==> config.mk <==
export PLATFORM = sky130hd
export DESIGN_NAME = slp_mode_ctrl
export DESIGN_NICKNAME = d
export VERILOG_FILES = /design/src/rtl/slp_pkg.sv /design/src/rtl/slp_pin_watch.sv /design/src/rtl/slp_cfg_load.sv /design/src/rtl/slp_init_timer.sv /design/src/rtl/slp_mode_ctrl.sv
export SDC_FILE = /design/constraint.sdc
export NUM_CORES = 1
export LEC_CHECK = 0
export BUFFER_PORTS_ARGS = -buffer_cell sky130_fd_sc_hd__buf_2
export CORE_ASPECT_RATIO = 1.1
export CORE_MARGIN = 2
export CORE_UTILIZATION = 40
export CTS_CLUSTER_DIAMETER = 80
export DETAILED_ROUTE_END_ITERATION = 7
export PLACE_DENSITY = 0.77
export REMOVE_ABC_BUFFERS = 1
export SLEW_MARGIN = 40
export SYNTH_ARGS = -nofsm -noshare
export SYNTH_HDL_FRONTEND = slang
export SYNTH_SLANG_ARGS = --single-unit
==> constraint.sdc <==
create_clock -name clk -period 2.3 [get_ports clk]
set_input_delay 0.115 -clock clk [delete_from_list [all_inputs] [get_ports clk]]
set_output_delay 0.115 -clock clk [all_outputs]
set_load 0.02 [all_outputs]
==> src/rtl/slp_pkg.sv <==
package slp_pkg;

  typedef enum logic [1:0] {
    MODE_STBY = 2'd0,
    MODE_PAR  = 2'd1,
    MODE_DPD  = 2'd2,
    MODE_INIT = 2'd3
  } slp_mode_e;

  // True on the edge that completes a run of lim counted cycles.
  function automatic logic last_tick(input logic [31:0] cnt, input logic [31:0] lim);
    return (cnt + 32'd1) == lim;
  endfunction

  // Low-power target chosen by the retention-select bit.
  function automatic slp_mode_e sleep_target(input logic keep_part);
    return keep_part ? MODE_PAR : MODE_DPD;
  endfunction

endpackage

==> src/rtl/slp_pin_watch.sv <==
module slp_pin_watch #(
  parameter int DWELL_CYC = 16
) (
  input  logic clk,
  input  logic rst_n,
  input  logic en_i,
  input  logic sleep_n_i,
  input  logic hold_i,
  input  logic clr_i,
  output logic fall_o,
  output logic expire_o
);
  import slp_pkg::*;

  localparam int CW = $clog2(DWELL_CYC + 1);

  logic          sleep_q;
  logic [CW-1:0] cnt_q;
  logic          counting;

  assign counting = en_i & ~sleep_n_i & ~hold_i & ~clr_i;
  assign fall_o   = sleep_q & ~sleep_n_i;
  assign expire_o = counting & last_tick(32'(cnt_q), 32'(DWELL_CYC));

  always_ff @(posedge clk or negedge rst_n) begin
    if (!rst_n) begin
      sleep_q <= 1'b1;
      cnt_q   <= '0;
    end else begin
      sleep_q <= sleep_n_i;
      if (!counting || expire_o) cnt_q <= '0;
      else                       cnt_q <= cnt_q + 1'b1;
    end
  end

endmodule

==> src/rtl/slp_cfg_load.sv <==
module slp_cfg_load #(
  parameter int                ADDR_W  = 22,
  parameter logic [ADDR_W-1:0] CFG_RST = 'h10
) (
  input  logic              clk,
  input  logic              rst_n,
  input  logic              en_i,
  input  logic              sleep_n_i,
  input  logic              fall_i,
  input  logic              ce_n_i,
  input  logic              we_n_i,
  input  logic [ADDR_W-1:0] addr_i,
  output logic [ADDR_W-1:0] cfg_o,
  output logic              load_o,
  output logic              consumed_o
);

  logic              armed_q;
  logic              wr_q;
  logic              consumed_q;
  logic [ADDR_W-1:0] cfg_q;

  assign load_o     = en_i & ~sleep_n_i & armed_q & wr_q & (ce_n_i | we_n_i);
  assign cfg_o      = cfg_q;
  assign consumed_o = consumed_q;

  always_ff @(posedge clk or negedge rst_n) begin
    if (!rst_n) begin
      armed_q    <= 1'b0;
      wr_q       <= 1'b0;
      consumed_q <= 1'b0;
      cfg_q      <= CFG_RST;
    end else begin
      wr_q <= ~ce_n_i & ~we_n_i;
      if (!en_i || sleep_n_i || load_o) armed_q <= 1'b0;
      else if (fall_i)                  armed_q <= 1'b1;
      if (sleep_n_i)   consumed_q <= 1'b0;
      else if (load_o) consumed_q <= 1'b1;
      if (load_o) cfg_q <= addr_i;
    end
  end

endmodule

==> src/rtl/slp_init_timer.sv <==
module slp_init_timer #(
  parameter int INIT_CYC = 40
) (
  input  logic clk,
  input  logic rst_n,
  input  logic run_i,
  output logic done_o
);
  import slp_pkg::*;

  localparam int CW = $clog2(INIT_CYC + 1);

  logic [CW-1:0] cnt_q;

  assign done_o = run_i & last_tick(32'(cnt_q), 32'(INIT_CYC));

  always_ff @(posedge clk or negedge rst_n) begin
    if (!rst_n)                cnt_q <= '0;
    else if (!run_i || done_o) cnt_q <= '0;
    else                       cnt_q <= cnt_q + 1'b1;
  end

endmodule

==> src/rtl/slp_mode_ctrl.sv <==
module slp_mode_ctrl #(
  parameter int                ADDR_W    = 22,
  parameter int                DWELL_CYC = 16,
  parameter int                INIT_CYC  = 40,
  parameter int                SLEEP_BIT = 4,
  parameter logic [ADDR_W-1:0] CFG_RST   = 'h10
) (
  input  logic              clk,
  input  logic              rst_n,
  input  logic              sleep_n_i,
  input  logic              ce_n_i,
  input  logic              we_n_i,
  input  logic [ADDR_W-1:0] addr_i,
  input  logic              req_i,
  output logic [1:0]        mode_o,
  output logic              blocked_o,
  output logic              refresh_en_o,
  output logic              ready_o,
  output logic [ADDR_W-1:0] cfg_o
);
  import slp_pkg::*;

  slp_mode_e mode_q, mode_d;

  // Named internal events, visible to the bound checker.
  logic in_stby;
  logic pin_fall;
  logic dwell_expire;
  logic load_stb;
  logic load_consumed;
  logic init_done;

  assign in_stby = (mode_q == MODE_STBY);

  slp_pin_watch #(.DWELL_CYC(DWELL_CYC)) u_watch (
    .clk      (clk),
    .rst_n    (rst_n),
    .en_i     (in_stby),
    .sleep_n_i(sleep_n_i),
    .hold_i   (load_consumed),
    .clr_i    (load_stb),
    .fall_o   (pin_fall),
    .expire_o (dwell_expire)
  );

  slp_cfg_load #(.ADDR_W(ADDR_W), .CFG_RST(CFG_RST)) u_cfg (
    .clk       (clk),
    .rst_n     (rst_n),
    .en_i      (in_stby),
    .sleep_n_i (sleep_n_i),
    .fall_i    (pin_fall),
    .ce_n_i    (ce_n_i),
    .we_n_i    (we_n_i),
    .addr_i    (addr_i),
    .cfg_o     (cfg_o),
    .load_o    (load_stb),
    .consumed_o(load_consumed)
  );

  slp_init_timer #(.INIT_CYC(INIT_CYC)) u_init (
    .clk   (clk),
    .rst_n (rst_n),
    .run_i (mode_q == MODE_INIT),
    .done_o(init_done)
  );

  always_comb begin
    mode_d = mode_q;
    unique case (mode_q)
      MODE_STBY: if (dwell_expire) mode_d = sleep_target(cfg_o[SLEEP_BIT]);
      MODE_PAR:  if (sleep_n_i)    mode_d = MODE_STBY;
      MODE_DPD:  if (sleep_n_i)    mode_d = MODE_INIT;
      MODE_INIT: if (init_done)    mode_d = MODE_STBY;
      default:                     mode_d = MODE_STBY;
    endcase
  end

  always_ff @(posedge clk or negedge rst_n) begin
    if (!rst_n) mode_q <= MODE_STBY;
    else        mode_q <= mode_d;
  end

  assign mode_o       = mode_q;
  assign blocked_o    = ~in_stby;
  assign ready_o      = req_i & in_stby;
  assign refresh_en_o = (mode_q != MODE_DPD);

endmodule

### After elaboration in Yosys (flattened, before gate mapping)

Index checks and enable logic that the tools add are counted.

| storage, ports and cells | value |
|---|---|
| register bits | 39 |
| bits in latches | 0 |
| memory bits (writable) | 0 |
| ROM bits | 0 |
| bits of input ports | 28 |
| output and inout port bits | 27 |
| word-level logic and storage cells | 63 |
| memories | 0 |

| operators by class | value |
|---|---|
| add/subtract/negate cells | 4 |
| $mul | 0 |
| divide/modulo/power cells | 0 |
| $lt $le $gt $ge | 0 |
| eq/ne operators | 10 |
| shift-type cells | 0 |
| mux-type cells | 12 |
| bitwise operators | 18 |
| reductions and logical operators | 11 |

Operators by type and width:

| kind | number |
|---|---|
| $eq A32 B5 Y1 const B | 1 |
| $eq A32 B6 Y1 const B | 1 |
| $and A1 B1 Y1 | 11 |
| $mux W2 | 5 |
| $ne A2 B2 Y1 const B | 4 |
| $pmux W2 S4 | 1 |
| $add A6 B1 Y7 const B | 1 |
| $add A5 B1 Y6 const B | 1 |
| $add A6 B1 Y6 const B | 1 |
| $mux W6 | 1 |
| $not A1 Y1 | 6 |
| $add A5 B1 Y5 const B | 1 |
| $mux W5 | 1 |
| $eq A2 B2 Y1 const B | 2 |
| $logic_or A1 B1 Y1 | 4 |
| $mux W1 | 4 |
| $reduce_and A4 Y1 | 1 |
| $reduce_bool A2 Y1 | 2 |
| $logic_not A1 Y1 | 3 |
| $eq A2 B1 Y1 const B | 1 |
| $logic_not A2 Y1 | 1 |
| $ne A2 B1 Y1 const B | 1 |
| $or A1 B1 Y1 | 1 |

### Logic depth before layout (Yosys ltp)

Gate-level depths: netlist of run 1.

| logic depth | value |
|---|---|
| depth after elaboration | 10 |
| mapped depth | 5 |
| gate-level depth less buffers | 4 |

### By module

Synthesis of run 1 repeated with hierarchy kept, for this count alone.

| unflattened totals | value |
|---|---|
| cells, all modules | 132 |
| area total of the unflattened synthesis | 1791.7 um2 |

By module, submodules not included:

| module | times used | cells an instance | area an instance (um2) | sequential area each (um2) |
|---|---|---|---|---|
| slp_cfg_load | 1 | 58 | 1042.2 | 626.9 |
| slp_pin_watch | 1 | 28 | 322.8 | 151.4 |
| slp_init_timer | 1 | 30 | 295.3 | 150.1 |
| slp_mode_ctrl | 1 | 16 | 131.4 | 50.0 |

### Least setup slack after synthesis of run 1

OpenSTA, ideal clock, no wires.

| timing path | value |
|---|---|
| path type | reg2reg |
| start | reg mode_q[1], in the netlist mode_o[1] |
| end | reg u_cfg.cfg_q[10], in the netlist u_cfg.cfg_o[10] |
| library setup time | 125 ps |
| data arrival time | 1559 ps |
| data required time | 2175 ps |
| slack | 616 ps |
| stages on the path, launching flop included | 5 |
| cells stage by stage | dfrtp_1 > or2_4 > nor3_4 > buf_6 > mux2_2 |

| on the way | value |
|---|---|
| cells in the longest elaborated chain, start to end | 5 |

Ends and longest elaborated chain:

| item | line | RTL |
|---|---|---|
| start: declaration | slp_mode_ctrl.sv:23 | `slp_mode_e mode_q, mode_d;` |
| start signal: assignment | slp_mode_ctrl.sv:80 | `else mode_q <= mode_d;` |
| $logic_not A2 Y1 | slp_mode_ctrl.sv:33 | `assign in_stby = (mode_q == MODE_STBY);` |
| $and A1 B1 Y1 (4 in series) | slp_cfg_load.sv:23 | `assign load_o = en_i & ~sleep_n_i & armed_q & wr_q & (ce_n_i \| we_n_i);` |
| end signal: assignment | slp_cfg_load.sv:39 | `if (load_o) cfg_q <= addr_i;` |
| end: declaration | slp_cfg_load.sv:21 | `logic [ADDR_W-1:0] cfg_q;` |

Every way passes these cells.
A chain may end at the register's enable or synchronous reset.

### Worst setup path after layout of run 1

| timing path | value |
|---|---|
| start | reg mode_q[1], in the netlist mode_o[1] |
| end | reg u_cfg.cfg_q[16], in the netlist u_cfg.cfg_o[16] |

Same word-level chain as after synthesis.

==> results of run 1 <==
==> worst max-delay path by stage <==
stage,startpoint,to,depth (start not counted)
after floorplan,mode_o[1]$_DFFE_PN0P_,u_cfg.cfg_o[0]$_DFFE_PN0P_,3
after CTS,mode_o[1]$_DFFE_PN0P_,u_cfg.cfg_o[16]$_DFFE_PN0P_,4
after global placement,mode_o[1]$_DFFE_PN0P_,u_cfg.cfg_o[13]$_DFFE_PN0P_,4
after detailed placement,mode_o[1]$_DFFE_PN0P_,u_cfg.cfg_o[16]$_DFFE_PN0P_,4
after global routing,mode_o[1]$_DFFE_PN0P_,u_cfg.cfg_o[16]$_DFFE_PN0P_,4
final,mode_o[1]$_DFFE_PN0P_,u_cfg.cfg_o[16]$_DFFE_PN0P_,4
==> sequential cells by signal (all words and copies together) (netlist names) <==
name / cells
u_cfg.armed_q: 1
mode_o: 2
u_cfg.cfg_o: 22
u_watch.sleep_q: 1
u_cfg.wr_q: 1
u_watch.cnt_q: 5
u_cfg.consumed_o: 1
u_init.cnt_q: 6
==> cell families after synthesis <==
logic type / after synthesis / synth area share
compound gates: 11 / 0.0500
xor+xnor: 7 / 0.0383
fa+ha+maj: 2 / 0.0156
buf+inv: 7 / 0.0258
flops: 39 / 0.611
mux: 21 / 0.148
simple gates: 33 / 0.111
==> metrics by stage <==
stage	hold WS [ns]	worst slack, ns	cells	cell area, sq um	utilization
detailed placement	0.110	0.635	224	1920	0.492
global placement	0.269	0.689	224	1920	0.491
floorplan	-0.181	0.362	117	1570	-
global route	0.0419	0.555	236	2060	0.529
finish	0.0539	0.635	236	2060	0.529
CTS	0.0412	0.620	236	2060	0.529
==> power by group <==
group          switching, W  total, W  internal (W)
Sequential        0.0000563  0.000861      0.000804
Clock              0.000227  0.000500      0.000273
Combinational      0.000238  0.000414      0.000176
==> per-layer routing <==
layer	wire, um	share of wire
met1	1320	0.47
met2	1090	0.39
met3	319	0.11
met4	64	0.023
met5	0	0
==> cell usage in the layout (no fill, tap or decap), drive strengths merged, types with 4 or more instances in the layout <==
cell type	count
dlygate4sd3	4
xor2	4
mux2	21
inv	4
nand3	5
nor2	12
dfrtp	37
buf	55
clkbuf	7
nand2	5
==> final cells by class <==
type	instances	area, sq um	area share
sequential	39	978	0.474
multi-input combinational	74	581	0.281
timing repair buffer	59	320	0.155
clock buffer	7	96.3	0.0467
tap	52	65.1	0.0315
inverter	4	15.0	0.00728
clock inverter	1	7.51	0.00364
==> worst max-delay path: cells and delay by family (launching register included) <==
family	cells	cell delay, ns
flip-flops	1	0.45
buffers and inverters	1	0.31
multiplexers	1	0.38
AND/OR/NAND/NOR	2	0.41
==> metrics.md, run 1 <==
| Metric | Value |
|---|---|
| Share of the synthesized area in the top cell type | 0.579 |
| Register bit count reported by yosys | 39 |
| Number of flops mapped to enable cells by yosys | 0 |
| Antenna violations before repair | 0 |
| Slowest cell delay on critical path | 0.45 ns |
| Endpoint of the lowest-slack register-to-register path | u_cfg.cfg_o[16]$_DFFE_PN0P_ |
| Worst Path Class, Setup | reg2reg |
| Maximum clock skew at final layout | 0.00668 ns |
| Initial drt markers | 31 |
| 1st-pass router iterations | 4 |
| Worst Setup End Kind | flop |
| Critical Path RT | 2.47 ns |
| Outcome | finished clean |
| Number of antenna-violating nets in the routed design | 0 |
| Sequential share of the synthesized area | 0.611 |
| Startpoint of the worst register-to-register path | mode_o[1]$_DFFE_PN0P_ |
| Total of hold buffers inserted after clock tree synthesis | 4 |
| Post-synth top cells | sky130_fd_sc_hd__dfrtp_1, sky130_fd_sc_hd__mux2_2, sky130_fd_sc_hd__nor2_1, sky130_fd_sc_hd__nand2_1, sky130_fd_sc_hd__nand3_1 |
| Max rail drop VDD | 0.567 mV |
| Routability cong. | 0.729 |
| Cell with the largest stage delay on the worst path | sky130_fd_sc_hd__dfrtp_1 |
| Relative slew slack | 0.677 |
| First-pass GRT wire length | 5130 um |
| Worst path cell trace | or2_4 > nor3_4 > buf_4 > mux2_2 |
| Clock transition at path regs | 0.07 ns |
| Class of the worst hold path | in2reg |
| Post-layout power | 0.00177 W |
| Effective utilization at floorplan | 0.410 |
| Leak Pwr | 1.04 nW |
| Largest net degree at the start of global routing | 40 |
| Mean number of vias per cell | 4.70 |
| Cell with the most instances after synthesis | sky130_fd_sc_hd__dfrtp_1 |
| Top-level port count | 55 |
| Total gr overflow | 0 |
| Final setup violation count | 0 |
| Cells taking the most area after synthesis | sky130_fd_sc_hd__dfrtp_1, sky130_fd_sc_hd__mux2_2, sky130_fd_sc_hd__dfstp_2 |
| Total number of clock tree sinks | 39 |
| Final-report hold violation count | 0 |
| Synthesized cell area | 1600 sq um |
| Highest-utilization routing layer at the global route stage | met2 |
| Total setup buffers inserted after CTS | 0 |
| Maximum clock path buffer count | 2 |
| Number of antenna diodes | 0 |
| Min-Delay Endpoint | u_cfg.cfg_o[4]$_DFFE_PN1P_ |
| Worst Tran Pin Value | 0.478 ns |
| H-tree levels | 2 |
| Largest driver fanout on the critical path | 24 |
| Top FF cell, synth | sky130_fd_sc_hd__dfrtp_1 |
| Rows | 24 |
| Async set or reset register ratio after synthesis | 1.00 |
| GR Util All Layers | 0.147 |
| Max_cap viols | 0 |
| Setup TNS Final | 0 ns |
| Via count | 1,110 |
| Clock buffer count from CTS | 5 |
| Placed wire-length estimate after detailed placement | 2010 um |
| Count of input and output buffers | 54 |
| Unrepaired setup endpoints after global routing | false |
| Number of gates given a new drive strength after cts | 0 |
| Number of global-route vias before repair | 1,160 |
| Worst Reg2Reg Path Length in Cells | 4 |
| DIE WIDTH | 64.3 um |
| Fraction of final layout cells sized beyond drive strength 1 | 0.478 |
| Clock tree from TritonCTS | yes |
| Post-route minimum period | 1.67 ns |
| Routing usage on met2 | 0.207 |
| Post-synthesis cell count | 120 |
| Vertical extent of the die | 70.3 um |
| Total of fill cells in the finished design | 376 |
| Startpoint type of the worst setup path | flop |
| Critical Path AT | 1.84 ns |
| Post-Synthesis Mean Instance Area | 13.3 sq um |
| Cells on Worst Hold Path | 3 |
| Total power density per cell area | 860 nW/um^2 |
| Root buffer cell | sky130_fd_sc_hd__clkbuf_8 |
| Cell taking the most area after synthesis | sky130_fd_sc_hd__dfrtp_1 |
| Final slew viol count | 0 |
| Clock Latency Late Sink | 0.28 ns |
| DRT Wirelength | 2790 um |
| Post-layout nets | 213 |
| Highest achievable clock rate | 601 MHz |
| Synthesis-to-layout area growth | 28.9% |
| Number of warnings printed during yosys synthesis | 0 |
| Met3 track demand over resource | 0.0660 |
| Period Utilization, post-route | 0.724 |
| HP Start | addr_i[4] |
| Met1 capacity usage during global routing | 0.191 |
| Full die area | 4520 sq um |
| Slack of the worst reg-to-reg path | 0.63 ns |
| Core box area | 3900 sq um |
| Remaining design rule violation count | 0 |
| Detailed-route wire length per cell | 11.8 um |
| Unique masters post-synth | 32 |
No activity file was read; power rests on OpenSTA's default activity.
==> inputs of run 2 (changes only) <==
Clock period 2.3 ns to 1.6 ns, I/O delays scaled along.
==> metrics.md, run 2 (synthesized netlist as in run 1, its figures left out) <==
| Metric | Value |
|---|---|
| Outcome | finished clean |
| Total gr overflow | 0 (unchanged) |
| Post-placement setup slack | 0.0724 ns (-0.563 ns) |
| GR Util All Layers | 0.149 (+0.00177) |
| Period Utilization, post-route | 0.962 (+0.238) |
| Final slew viol count | 0 (unchanged) |
| Final cell count without fillers | 240 (+1.7%) |
| Worst Tran Pin Value | 0.466 ns (-0.0121 ns) |
| Number of flip-flops under the largest register name | 22 (unchanged) |
| Root buffer cell | sky130_fd_sc_hd__clkbuf_8 |
| Count of input and output buffers | 54 (unchanged) |
| Worst Reg2Reg Path Length in Cells | 4 (unchanged) |
| Class of the worst hold path | in2reg |
| Via count | 1,135 (+2.3%) |
| Post-layout nets | 217 (+1.9%) |
| Startpoint type of the worst setup path | flop |
| DRT Wirelength | 2970 um (+6.4%) |
| DIE WIDTH | 64.3 um (unchanged) |
| Number of placed instances with taps included | 227 (+1.3%) |
| 1st-pass router iterations | 4 (unchanged) |
| Remaining design rule violation count | 0 (unchanged) |
| Clock transition at path regs | 0.07 ns (about the same) |
| Number of antenna diodes | 0 (unchanged) |
| Routability cong. | 0.694 (-4.9%) |
| Leak Pwr | 1.08 nW (+3.8%) |
| Number of antenna-violating nets in the routed design | 0 (unchanged) |
| Commonest cells after routing, fill and taps aside | sky130_fd_sc_hd__buf_2, sky130_fd_sc_hd__dfrtp_1, sky130_fd_sc_hd__mux2_2 |
| Post-layout power | 0.00280 W (+58%) |
| Synthesis-to-layout area growth | 34.3% |
| Largest driver fanout on the critical path | 24 (unchanged) |
| Antenna violations before repair | 0 (unchanged) |
| Maximum clock path buffer count | 2 (unchanged) |
| Clock Latency Late Sink | 0.29 ns (about the same) |
| Mean number of vias per cell | 4.73 (+0.55%) |
| Core box area | 3900 sq um (unchanged) |
| Final-report hold violation count | 0 (unchanged) |
| Max_cap viols | 0 (unchanged) |
| Highest achievable clock rate | 650 MHz (+8.2%) |
| Top-level port count | 55 (unchanged) |
| Clock tree from TritonCTS | yes |
| H-tree levels | 2 (unchanged) |
| Critical Path RT | 1.77 ns (-0.70 ns) |
| Most frequent standard cell in the layout excluding fill and tap cells | sky130_fd_sc_hd__buf_2 |
| Rows | 24 (unchanged) |
| Initial drt markers | 18 (-42%) |
| Fraction of final layout cells sized beyond drive strength 1 | 0.489 (+0.0111) |
| Detailed-route wire length per cell | 12.4 um (+4.6%) |
| Relative slew slack | 0.689 (+0.0124) |
| Critical Path AT | 1.71 ns (-0.13 ns) |
| Largest net degree at the start of global routing | 40 (unchanged) |
| Slack of the critical path | 0.0611 ns (-0.574 ns) |
| Number of global-route vias before repair | 1,201 (+3.5%) |
| Worst Setup End Kind | flop |
| Post-route minimum period | 1.54 ns (-0.126 ns) |
| Placed wire-length estimate after detailed placement | 2080 um (+3.7%) |
| Full die area | 4520 sq um (unchanged) |
| Vertical extent of the die | 70.3 um (unchanged) |
| Maximum clock skew at final layout | 0.00555 ns (-0.00113 ns) |
| Cells on Worst Hold Path | 2 (-1) |
| Final setup violation count | 0 (unchanged) |
| Max rail drop VDD | 0.872 mV (+54%) |
| Total number of clock tree sinks | 39 (unchanged) |
| Worst Path Class, Setup | reg2reg |
| Total power density per cell area | 1300 nW/um^2 (+51%) |
| Clock buffer count from CTS | 5 (unchanged) |
| Effective utilization at floorplan | 0.410 (unchanged) |
| Unrepaired setup endpoints after global routing | true |
| First-pass GRT wire length | 5170 um (+0.68%) |
==> run 2: critical path, stage by stage, from the launching register on <==
cell                      delay, ns
sky130_fd_sc_hd__dfrtp_1       0.42
sky130_fd_sc_hd__or2_4         0.28
sky130_fd_sc_hd__nor3_4        0.17
sky130_fd_sc_hd__buf_12        0.21
sky130_fd_sc_hd__mux2_2        0.35
==> run 2: final cells by class <==
| type | count | area [sq um] |
|---|---|---|
| inverter | 4 | 15.0 |
| multi-input combinational | 74 | 596 |
| fill | 361 | 1750 |
| tap | 52 | 65.1 |
| sequential | 39 | 978 |
| clock buffer | 6 | 72.6 |
| clock inverter | 2 | 60.1 |
| timing repair buffer | 63 | 363 |
==> run 2: metal layers <==
layer,up-vias,wire (um),GRT usage
met3,5,336,0.0692
met1,533,1360,0.181
met5,-,0,0
met4,0,34,0.0567
li1,546,-,-
met2,51,1240,0.229
==> run 2: where the power goes <==
group	switching, W	internal (W)	total, W
registers	0.0000811	0.00116	0.00124
clock network	0.000329	0.000623	0.000952
logic	0.000349	0.000261	0.000610
total	0.000759	0.00204	0.00280
==> run 2: metrics by stage <==
stage,instance area (sq um),util,hold slack (ns),setup TNS (ns)
global route,2150,0.551,0.0109,-0.00149
detailed placement,1950,0.500,0.156,0
CTS,2130,0.547,0.00795,0
global placement,1950,0.500,0.159,0
finish,2150,0.551,0.0168,0
floorplan,1570,-,-0.216,-7.17
==> run 2: what timing repair did <==
| item | in CTS | in global routing |
|---|---|---|
| gates resized for setup | 0 | 3 |
| endpoints found under the setup margin | 0 | 3 |
| hold endpoints to repair | 40 | 0 |
| buffers inserted | 0 | 0 |
| hold buffers | 5 | 0 |
==> run 2: path summary, 6_finish.rpt <==
path / slack, ns / start / endpoint
setup / recovery: 0.06 / mode_o[1]$_DFFE_PN0P_ / u_cfg.cfg_o[0]$_DFFE_PN0P_
hold / removal: 0.02 / addr_i[17] / u_cfg.cfg_o[17]$_DFFE_PN0P_
setup reg to reg: 0.06 / mode_o[1]$_DFFE_PN0P_ / u_cfg.cfg_o[0]$_DFFE_PN0P_
hold reg to reg: 0.46 / u_init.cnt_q[0]$_DFF_PN0_ / u_init.cnt_q[0]$_DFF_PN0_
max in group asynchronous: 0.89 / rst_n / u_watch.sleep_q$_DFF_PN1_
min in group asynchronous: 0.36 / rst_n / u_cfg.cfg_o[10]$_DFFE_PN0P_
